[src/rtl/bat_pkg.sv]
package bat_pkg;
    localparam int ADDR_W  = 32;
    localparam int BLK_LSB = 17;
    localparam int MASK_W  = 11;
    localparam int BASE_W  = ADDR_W - BLK_LSB;
    localparam int FIX_W   = BASE_W - MASK_W;

    typedef struct packed {
        logic [BASE_W-1:0] eff_base;
        logic [BASE_W-1:0] phys_base;
        logic [MASK_W-1:0] size_mask;
        logic              sup_ok;
        logic              usr_ok;
        logic              read_only;
    } bat_entry_t;
endpackage

[src/rtl/bat_match.sv]
module bat_match
    import bat_pkg::*;
#(
    parameter int N_ENT = 4
) (
    input  logic [N_ENT-1:0][BASE_W-1:0] eff_base,
    input  logic [N_ENT-1:0][MASK_W-1:0] size_mask,
    input  logic [N_ENT-1:0]             sup_ok,
    input  logic [N_ENT-1:0]             usr_ok,
    input  logic [BASE_W-1:0]            ea_hi,
    input  logic                         super_mode,
    output logic [N_ENT-1:0]             match
);
    genvar g;
    generate
        for (g = 0; g < N_ENT; g++) begin : g_ent
            logic [BASE_W-1:0] care;
            logic              mode_ok;
            assign care       = {{FIX_W{1'b1}}, ~size_mask[g]};
            assign mode_ok    = super_mode ? sup_ok[g] : usr_ok[g];
            assign match[g]   = mode_ok && (((ea_hi ^ eff_base[g]) & care) == '0);
        end
    endgenerate
endmodule

[src/rtl/bat_pick.sv]
module bat_pick #(
    parameter int N_ENT = 4,
    localparam int IDX_W = (N_ENT > 1) ? $clog2(N_ENT) : 1
) (
    input  logic [N_ENT-1:0] match,
    output logic             any,
    output logic [IDX_W-1:0] idx
);
    always_comb begin
        any = |match;
        idx = '0;
        for (int i = N_ENT - 1; i >= 0; i--) begin
            if (match[i]) idx = IDX_W'(i);
        end
    end
endmodule

[src/rtl/bat_merge.sv]
module bat_merge
    import bat_pkg::*;
(
    input  logic [BASE_W-1:0] phys_base,
    input  logic [MASK_W-1:0] size_mask,
    input  logic [ADDR_W-1:0] ea,
    output logic [ADDR_W-1:0] pa
);
    logic [MASK_W-1:0] mid;
    always_comb begin
        mid = (ea[BLK_LSB +: MASK_W] & size_mask)
            | (phys_base[MASK_W-1:0] & ~size_mask);
        pa  = {phys_base[BASE_W-1:MASK_W], mid, ea[BLK_LSB-1:0]};
    end
endmodule

[src/rtl/bat_array.sv]
module bat_array
    import bat_pkg::*;
#(
    parameter int N_ENT = 4,
    localparam int IDX_W = (N_ENT > 1) ? $clog2(N_ENT) : 1
) (
    input  logic              clk,
    input  logic              rst_n,
    input  logic              wr_en,
    input  logic [IDX_W-1:0]  wr_idx,
    input  logic [BASE_W-1:0] wr_eff_base,
    input  logic [BASE_W-1:0] wr_phys_base,
    input  logic [MASK_W-1:0] wr_size_mask,
    input  logic              wr_sup_ok,
    input  logic              wr_usr_ok,
    input  logic              wr_read_only,
    input  logic              lk_valid,
    input  logic [ADDR_W-1:0] lk_addr,
    input  logic              lk_super,
    input  logic              lk_write,
    output logic              rsp_valid,
    output logic              rsp_hit,
    output logic              rsp_viol,
    output logic [ADDR_W-1:0] rsp_paddr
);
    typedef struct packed {
        bat_entry_t [N_ENT-1:0] ents;
        logic                   rsp_valid;
        logic                   rsp_hit;
        logic                   rsp_viol;
        logic [ADDR_W-1:0]      rsp_paddr;
    } state_t;

    state_t st_d, st_q;

    logic [N_ENT-1:0][BASE_W-1:0] eff_base_v;
    logic [N_ENT-1:0][MASK_W-1:0] mask_v;
    logic [N_ENT-1:0]             sup_v;
    logic [N_ENT-1:0]             usr_v;
    logic [N_ENT-1:0]             match;
    logic                         any_hit;
    logic [IDX_W-1:0]             win_idx;
    bat_entry_t                   win_ent;
    logic [ADDR_W-1:0]            merged_pa;

    genvar g;
    generate
        for (g = 0; g < N_ENT; g++) begin : g_split
            assign eff_base_v[g] = st_q.ents[g].eff_base;
            assign mask_v[g]     = st_q.ents[g].size_mask;
            assign sup_v[g]      = st_q.ents[g].sup_ok;
            assign usr_v[g]      = st_q.ents[g].usr_ok;
        end
    endgenerate

    bat_match #(.N_ENT(N_ENT)) match_i (
        .eff_base   (eff_base_v),
        .size_mask  (mask_v),
        .sup_ok     (sup_v),
        .usr_ok     (usr_v),
        .ea_hi      (lk_addr[ADDR_W-1:BLK_LSB]),
        .super_mode (lk_super),
        .match      (match)
    );

    bat_pick #(.N_ENT(N_ENT)) pick_i (
        .match (match),
        .any   (any_hit),
        .idx   (win_idx)
    );

    assign win_ent = st_q.ents[win_idx];

    bat_merge merge_i (
        .phys_base (win_ent.phys_base),
        .size_mask (win_ent.size_mask),
        .ea        (lk_addr),
        .pa        (merged_pa)
    );

    always_comb begin
        logic blocked;
        st_d    = st_q;
        blocked = any_hit && win_ent.read_only && lk_write;
        if (wr_en && (int'(wr_idx) < N_ENT)) begin
            st_d.ents[wr_idx].eff_base  = wr_eff_base;
            st_d.ents[wr_idx].phys_base = wr_phys_base;
            st_d.ents[wr_idx].size_mask = wr_size_mask;
            st_d.ents[wr_idx].sup_ok    = wr_sup_ok;
            st_d.ents[wr_idx].usr_ok    = wr_usr_ok;
            st_d.ents[wr_idx].read_only = wr_read_only;
        end
        st_d.rsp_valid = lk_valid;
        st_d.rsp_hit   = lk_valid && any_hit && !blocked;
        st_d.rsp_viol  = lk_valid && blocked;
        st_d.rsp_paddr = (lk_valid && any_hit && !blocked) ? merged_pa : '0;
    end

    always_ff @(posedge clk or negedge rst_n) begin
        if (!rst_n) st_q <= '0;
        else        st_q <= st_d;
    end

    assign rsp_valid = st_q.rsp_valid;
    assign rsp_hit   = st_q.rsp_hit;
    assign rsp_viol  = st_q.rsp_viol;
    assign rsp_paddr = st_q.rsp_paddr;
endmodule

[config.mk]
export PLATFORM = sky130hd
export DESIGN_NAME = bat_array
export DESIGN_NICKNAME = d
export VERILOG_FILES = /design/src/rtl/bat_pkg.sv /design/src/rtl/bat_match.sv /design/src/rtl/bat_pick.sv /design/src/rtl/bat_merge.sv /design/src/rtl/bat_array.sv
export SDC_FILE = /design/constraint.sdc
export NUM_CORES = 1
export LEC_CHECK = 0
export ABC_AREA = 1
export ABC_CLOCK_PERIOD_IN_PS = 1950
export CAP_MARGIN = 20
export CORE_ASPECT_RATIO = 0.8
export CORE_UTILIZATION = 56
export CTS_CLUSTER_SIZE = 20
export DETAILED_ROUTE_END_ITERATION = 8
export PLACE_DENSITY = 0.78
export SLEW_MARGIN = 5
export SYNTH_ARGS = -nofsm -noshare
export SYNTH_HDL_FRONTEND = slang
export SYNTH_SLANG_ARGS = --single-unit
[constraint.sdc]
create_clock -name clk -period 1.95 [get_ports clk]
set_input_delay 0.39 -clock clk [delete_from_list [all_inputs] [get_ports clk]]
set_output_delay 0.39 -clock clk [all_outputs]
set_load 0.02 [all_outputs]
==> metrics.md, run 1 <==
| Metric | Value |
|---|---|
| # diodes | 0 |
| Worst setup startpoint | eff_base_v[7] |
| Ys Warns | 0 |
| Top cell type's share of synthesized area | 52.2% |
| Post-synthesis cell type count | 27 |
| Starting DRT DRC Count | 718 |
| Mapped Nets | 1359 |
| RSZ-0062 raised after global routing | true |
| HP Class | input pin to asynchronous set/reset pin |
| Cell Pwr Density | 895 mW/mm2 |
| R2R Path End | rsp_paddr[18] |
| Vias in the first global route | 8614 |
| Worst Tran Pin Value | 373 ps |
| Antenna Nets Post-Route | 0 |
| Worst reg2reg startpoint | eff_base_v[7] |
| Worst slack, placed | -859 ps |
| Synthesized area per cell | 7.93 um2 |
| Overall power | 0.0116 W |
| Mapped Area | 0.0101 mm2 |
| Fillers | 1245 |
| Critical Path Start Type | register |
| Seq. cell area | 0.00528 mm2 |
| Final core utilization | 74.3% |
| GP Congestion | 0.876 |
| CTS tree | yes |
| Critical path destination | rsp_paddr[18] |
| Minimum clock period | 2140 ps |
| Dpl cell area | 0.0117 mm2 |
| Most frequent cells in the layout | nand2_1, dfrtp_1, o21ai_0, inv_1, clkdlybuf4s50_1 |
| Wire per inst | 16.1 um |
| Synth top area cells | dfrtp_1, nand2_1, o21ai_0 |
| CP Capture Type | register |
| # nets final | 1498 |
| # H-tree levels | 1 |
| Critical path class | register to register |
| Die Ht | 122 um |
| CTS buffer count | 21 |
| Worst Path Required | 2390 ps |
| Vias | 8949 |
| Footprint of the multi-input gates | 0.00397 mm2 |
| Die area | 0.0186 mm2 |
| Clk sinks | 211 |
| R2R depth | 13 |
| Area delta synth->final | 28.4% |
| Area leader, netlist | dfrtp_1 |
| Crit path DAT | 2580 ps |
| Clk buf depth | 3 |
| Initial Utilization | 57.8% |
| Failing checks | DRC, setup timing |
| Skew final | 6.31 ps |
| Max-Cap Viols | 0 |
| Post-DR vias/cell | 5.41 |
| # IOs | 119 |
| Max Clock Freq | 0.467 GHz |
| FF-to-FF setup slack | -190 ps |
| Final Setup Violations | 34 |
| Residual DRC | 7 |
| First-pass GRT wire length | 42700 um |
| Worst-path clk slew | 60 ps |
| Sequential share of the synthesized area | 52.2% |
| Post-DP HPWL | 17000 um |
| Die width | 152 um |
| Worst skew pair latency | 510 ps |
| Core Box Area | 0.0175 mm2 |
| Commonest non-fill, non-tap cell in the layout | nand2_1 |
| Placed Cells | 1596 |
| Endpoints failing hold | 0 |
| Period Utilization, post-route | 110% |
| Layout cells sized above 1 | 15.0% |
| GRT Resource Usage Total | 29.1% |
| Yosys reg bits | 211 |
| P_leak | 6.63 nW |
| Finished Layout Cells | 1654 |
| Slew HR | 75.2% |
| Status | complete, but fails checks |
| Clock root cell | clkbuf_16 |
| IO Port Bufs | 118 |
| Initial antenna violation count | 0 |
| Fin worst setup slack | -193 ps |
| Max rail drop VDD | 0.000568 V |
| Final wirelength | 26700 um |
| GRT overflow | 0 |
| Post-route cell area | 0.0130 mm2 |
| Fin. max-slew vios | 0 |
| Synthesized instance count | 1275 |
| CP Max Fanout | 6 |
| DR pass1 iterations | 7 |
| Num rows | 43 |
| Largest net degree at the start of global routing | 67 |
flip-flops by register name, indices dropped and copies added (netlist names):
name and flops:
st_q 72, eff_base_v 60, mask_v 44, rsp_paddr 32
rsp_hit 1, rsp_valid 1, rsp_viol 1
cells in the mapped netlist:
cell type  instances
inv_2              1
nand3_1           69
mux2i_1            9
nand3b_1           4
o21ai_2            1
clkbuf_1          37
buf_6              3
nand2_2            3
buf_1              1
buf_4             39
nand2_1          400
nor2_2            21
o2111ai_1          1
buf_2             12
nor2_1            70
or2_0              1
inv_4              1
nand4_1           21
nand2_4            2
xor2_1            11
a21oi_1            3
inv_1            159
nand3_2            1
o21ai_0          184
xnor2_1            9
dfrtp_1          211
nand3_4            1
per-layer routing:
layer,GRT usage (%),share of wire [%],vias to the layer above
li1,-,-,4221
met1,39.1,43,4261
met2,48.5,47,393
met3,4.16,6.8,74
met4,10.8,3.1,0
met5,0,0,-
cells by family (layout without fill, tap and decap cells):
family	after synthesis	count (layout)	synth area share, %
and+or+nand+nor	593	593	24.5
buffers and inverters	253	407	11.2
DFF	211	211	52.2
AOI/OAI and AO/OA	189	189	9.43
xor gates and xnor gates	20	20	1.73
muxes	9	9	0.891
final cells by class:
class | instances | share of cell area (%)
Sequential cell | 211 | 40.7
Multi-Input combinational cell | 811 | 30.6
Clock inverter | 4 | 0.376
Inverter | 161 | 4.70
Tap cell | 225 | 2.17
Clock buffer | 34 | 5.04
Timing Repair Buffer | 208 | 16.5
worst min-delay path by stage:
stage,endpoint,slack (ps),cells after the start
after floorplan,eff_base_v[0],90,0
after detailed placement,eff_base_v[43],260,1
after CTS,eff_base_v[43],300,2
after global placement,eff_base_v[43],260,1
after global routing,eff_base_v[42],320,2
final,eff_base_v[58],310,2
stage by stage:
step	TNS, ps	hold WS [ps]
after floorplan	0	94.4
after global placement	-25750	263
after detailed placement	-27880	263
after CTS	-2140	300
after global routing	-9440	320
final	-4620	308
report_power, final:
part | internal (W) | leakage (nW) | total (W) | switching, W
Clock | 0.00243 | 0.349 | 0.00411 | 0.00169
Sequential | 0.00496 | 2.68 | 0.00538 | 0.000414
Combinational | 0.000908 | 3.60 | 0.00213 | 0.00122
Total | 0.00830 | 6.63 | 0.0116 | 0.00332
repair_timing:
item                                    in CTS  in global routing
gates cloned                                 3                  1
pin swaps                                   18                 41
hold buffers                                 1                  0
endpoints found under the setup margin      34                 34
endpoints found under the hold margin       13                  0
buffers inserted                            10                  5
gates resized for setup                     67                 43
critical path: stages, from the launching register on:
cell and delay [ps]:
dfrtp_1 410, xor2_2 160, nand2_2 110, nand4_1 150, nor2_4 220, nand2_4 120, nand2_4 120, buf_12 120
clkinvlp_4 190, nand2_1 140, nand3_1 70, nand2_1 100, inv_1 60, nor2_1 90
Power figures use the tool's default switching activity.
==> run 2: changes to the inputs <==
--- a/config.mk
+++ b/config.mk
@@ -5,7 +5,6 @@
 export SDC_FILE = /design/constraint.sdc
 export NUM_CORES = 1
 export LEC_CHECK = 0
-export ABC_AREA = 1
 export ABC_CLOCK_PERIOD_IN_PS = 1950
 export CAP_MARGIN = 20
 export CORE_ASPECT_RATIO = 0.8
@@ -16,4 +15,5 @@
 export SLEW_MARGIN = 5
 export SYNTH_ARGS = -nofsm -noshare
 export SYNTH_HDL_FRONTEND = slang
+export SYNTH_HIERARCHICAL = 1
 export SYNTH_SLANG_ARGS = --single-unit
==> metrics.md, run 2 <==
| Metric | Value |
|---|---|
| Core Box Area | 0.0169 mm2 |
| Sequential share of the synthesized area | 53.7% |
| Post-synthesis cell type count | 34 |
| # diodes | 0 |
| Minimum clock period | 3080 ps |
| Initial antenna violation count | 0 |
| Layout cells sized above 1 | 46.0% |
| Fin. max-slew vios | 0 |
| GRT overflow | 0 |
| Residual DRC | 0 |
| Worst-path clk slew | 60 ps |
| Worst slack, placed | -1630 ps |
| HP Class | input pin to register |
| R2R depth | 10 |
| Commonest cells post-synth | dfrtp_1, mux2_2, buf_4 |
| CTS buffer count | 22 |
| Crit path DAT | 3460 ps |
| Status | complete, but fails checks |
| FF-to-FF setup slack | -1130 ps |
| Die width | 150 um |
| CTS tree | yes |
| Main synth FF type | dfrtp_1 |
| First-pass GRT wire length | 36800 um |
| Area leader, netlist | dfrtp_1 |
| Ys Warns | 6 |
| Fillers | 1006 |
| Yosys reg bits | 211 |
| Num rows | 42 |
| DR pass1 iterations | 4 |
| Largest register FFs | 72 |
| Synth top area cells | dfrtp_1, mux2_2, mux4_2 |
| # H-tree levels | 1 |
| Clk sinks | 211 |
| GP Congestion | 0.822 |
| Vias in the first global route | 6657 |
| Cell Pwr Density | 973 mW/mm2 |
| Final wirelength | 23500 um |
| Clock root cell | clkbuf_16 |
| Mapped Area | 0.00982 mm2 |
| Failing checks | setup timing |
| Max Clock Freq | 0.325 GHz |
| GRT Resource Usage Total | 27.5% |
| Endpoints failing hold | 0 |
| Max rail drop VDD | 0.000729 V |
| P_leak | 5.45 nW |
| Worst skew pair latency | 500 ps |
| RSZ-0062 raised after global routing | true |
| # IOs | 119 |
| # nets final | 917 |
| Post-DR vias/cell | 5.57 |
| Wire per inst | 22.0 um |
| Placed Cells | 1016 |
| Starting DRT DRC Count | 268 |
| Worst Hold Depth | 1 |
| Initial Utilization | 58.2% |
| Biggest register | st_q |
| Post-DP HPWL | 15600 um |
| Most frequent cells in the layout | dfrtp_1, mux2_2, clkdlybuf4s50_1, buf_4, xnor2_1 |
| Die Ht | 120 um |
| IO Port Bufs | 118 |
| Synthesized instance count | 672 |
| Hold path start | lk_valid |
| Skew final | 9.11 ps |
| Mapped Nets | 756 |
| CP Max Fanout | 16 |
| Synthesized area per cell | 14.6 um2 |
| Critical Path Start Type | register |
| Clk buf depth | 3 |
| Fin worst setup slack | -1130 ps |
| Top cell type's share of synthesized area | 53.7% |
| R2R Path End | rsp_paddr[26] |
| Final Setup Violations | 34 |
| Max-Cap Viols | 0 |
| Antenna Nets Post-Route | 0 |
| Period Utilization, post-route | 158% |
| Area delta synth->final | 28.5% |
| EDFF count, synth | 0 |
| Setup TNS | -36210 ps |
| Largest net degree at the start of global routing | 50 |
| Post-synth ARST share | 100% |
| Worst Tran Pin Value | 426 ps |
| Worst Path Required | 2340 ps |
| Slew HR | 71.6% |
| Count leader, synth | dfrtp_1 |
| Worst reg2reg startpoint | eff_base_v[31] |
| Critical path class | register to register |
| Finished Layout Cells | 1068 |
| Vias | 5954 |
| Die area | 0.0181 mm2 |
| Commonest non-fill, non-tap cell in the layout | dfrtp_1 |
| Worst Hold Endpoint | rsp_valid |
| CP Capture Type | register |
-- run 2: changes by cell type after synthesis, moves of 20 or more --
cell / before / now
mux4_2: 0 / 26
mux2_2: 0 / 176
clkbuf_1: 37 / 9
and2_1: 0 / 32
nand3_1: 69 / 2
nor2_1: 70 / 12
xnor2_1: 9 / 45
nand4_1: 21 / 0
o22ai_1: 0 / 20
o21ai_0: 184 / 1
inv_1: 159 / 1
nor2_2: 21 / 0
nand2_1: 400 / 2
-- run 2: area by class of cell --
class / count / area (um2) / share of cell area, %
Clock buffer: 29 / 638 / 5.06
Tap cell: 220 / 275 / 2.18
Clock inverter: 10 / 105 / 0.833
Sequential cell: 211 / 5280 / 41.8
Multi-Input combinational cell: 370 / 4060 / 32.1
Inverter: 1 / 3.75 / 0.0297
Timing Repair Buffer: 227 / 2260 / 17.9
-- run 2: cell families (layout without fill, tap and decap cells) --
| group | count (synthesis) | in the layout | synth area share, % |
|---|---|---|---|
| simple gates | 67 | 67 | 4.10 |
| buf+inv | 91 | 267 | 6.37 |
| compound gates | 24 | 24 | 1.76 |
| xor+xnor | 60 | 60 | 5.50 |
| flops | 211 | 211 | 53.7 |
| mux | 219 | 219 | 28.5 |
-- run 2: worst max path at each step --
| stage | start | slack (ps) | end |
|---|---|---|---|
| after floorplan | lk_addr[27] | -870 | rsp_paddr[23] |
| after global placement | lk_addr[19] | -1590 | rsp_paddr[17] |
| after detailed placement | lk_addr[19] | -1630 | rsp_paddr[17] |
| after CTS | eff_base_v[31] | -1030 | rsp_paddr[17] |
| after global routing | eff_base_v[31] | -1140 | rsp_paddr[26] |
| final | eff_base_v[31] | -1130 | rsp_paddr[26] |
-- run 2: routing by layer --
layer	GRT usage (%)	up-vias	share of wire (%)
met1	37.0	3056	43
li1	-	2657	-
met4	8.46	0	2.5
met2	45.6	193	48
met3	4.94	48	6.6
met5	0	-	0
-- run 2: critical path: stages (launching register included) --
cell     delay [ps]
dfrtp_1         410
xnor2_2         180
o22ai_2         140
or4_4           550
nor4_4          190
nor2_2          100
nor3_2          220
buf_4           330
mux4_2          380
mux2_4          320
and2_1          140
-- run 2: per-stage QoR --
| step | total power, W | area (um2) | hold WS, ps | utilization (%) |
|---|---|---|---|---|
| 5_1_grt | 0.0128 | 12600 | 394 | 74.8 |
| 6_report | 0.0123 | 12600 | 405 | 74.8 |
| 3_3_place_gp | 0.00782 | 11600 | 368 | 68.9 |
| 2_1_floorplan | 0.00691 | 9900 | 94.4 | - |
| 4_1_cts | 0.0123 | 12600 | 398 | 74.4 |
| 3_5_place_dp | 0.00796 | 11600 | 374 | 68.9 |
-- run 2: report_power, final --
group	switching, W	total [W]	leakage (nW)	internal [W]
clock	0.00171	0.00427	0.367	0.00256
sequential	0.000462	0.00554	2.57	0.00508
combinational	0.000954	0.00247	2.51	0.00151
total	0.00313	0.0123	5.45	0.00916
-- run 2: repair_timing --
action	4_1_cts	5_1_grt
gates resized for setup	22	11
setup buffers	7	3
pin swaps	2	1
gates cloned	2	0
setup endpoints to repair	34	34
hold endpoints to repair	44	0
hold buffers	1	0
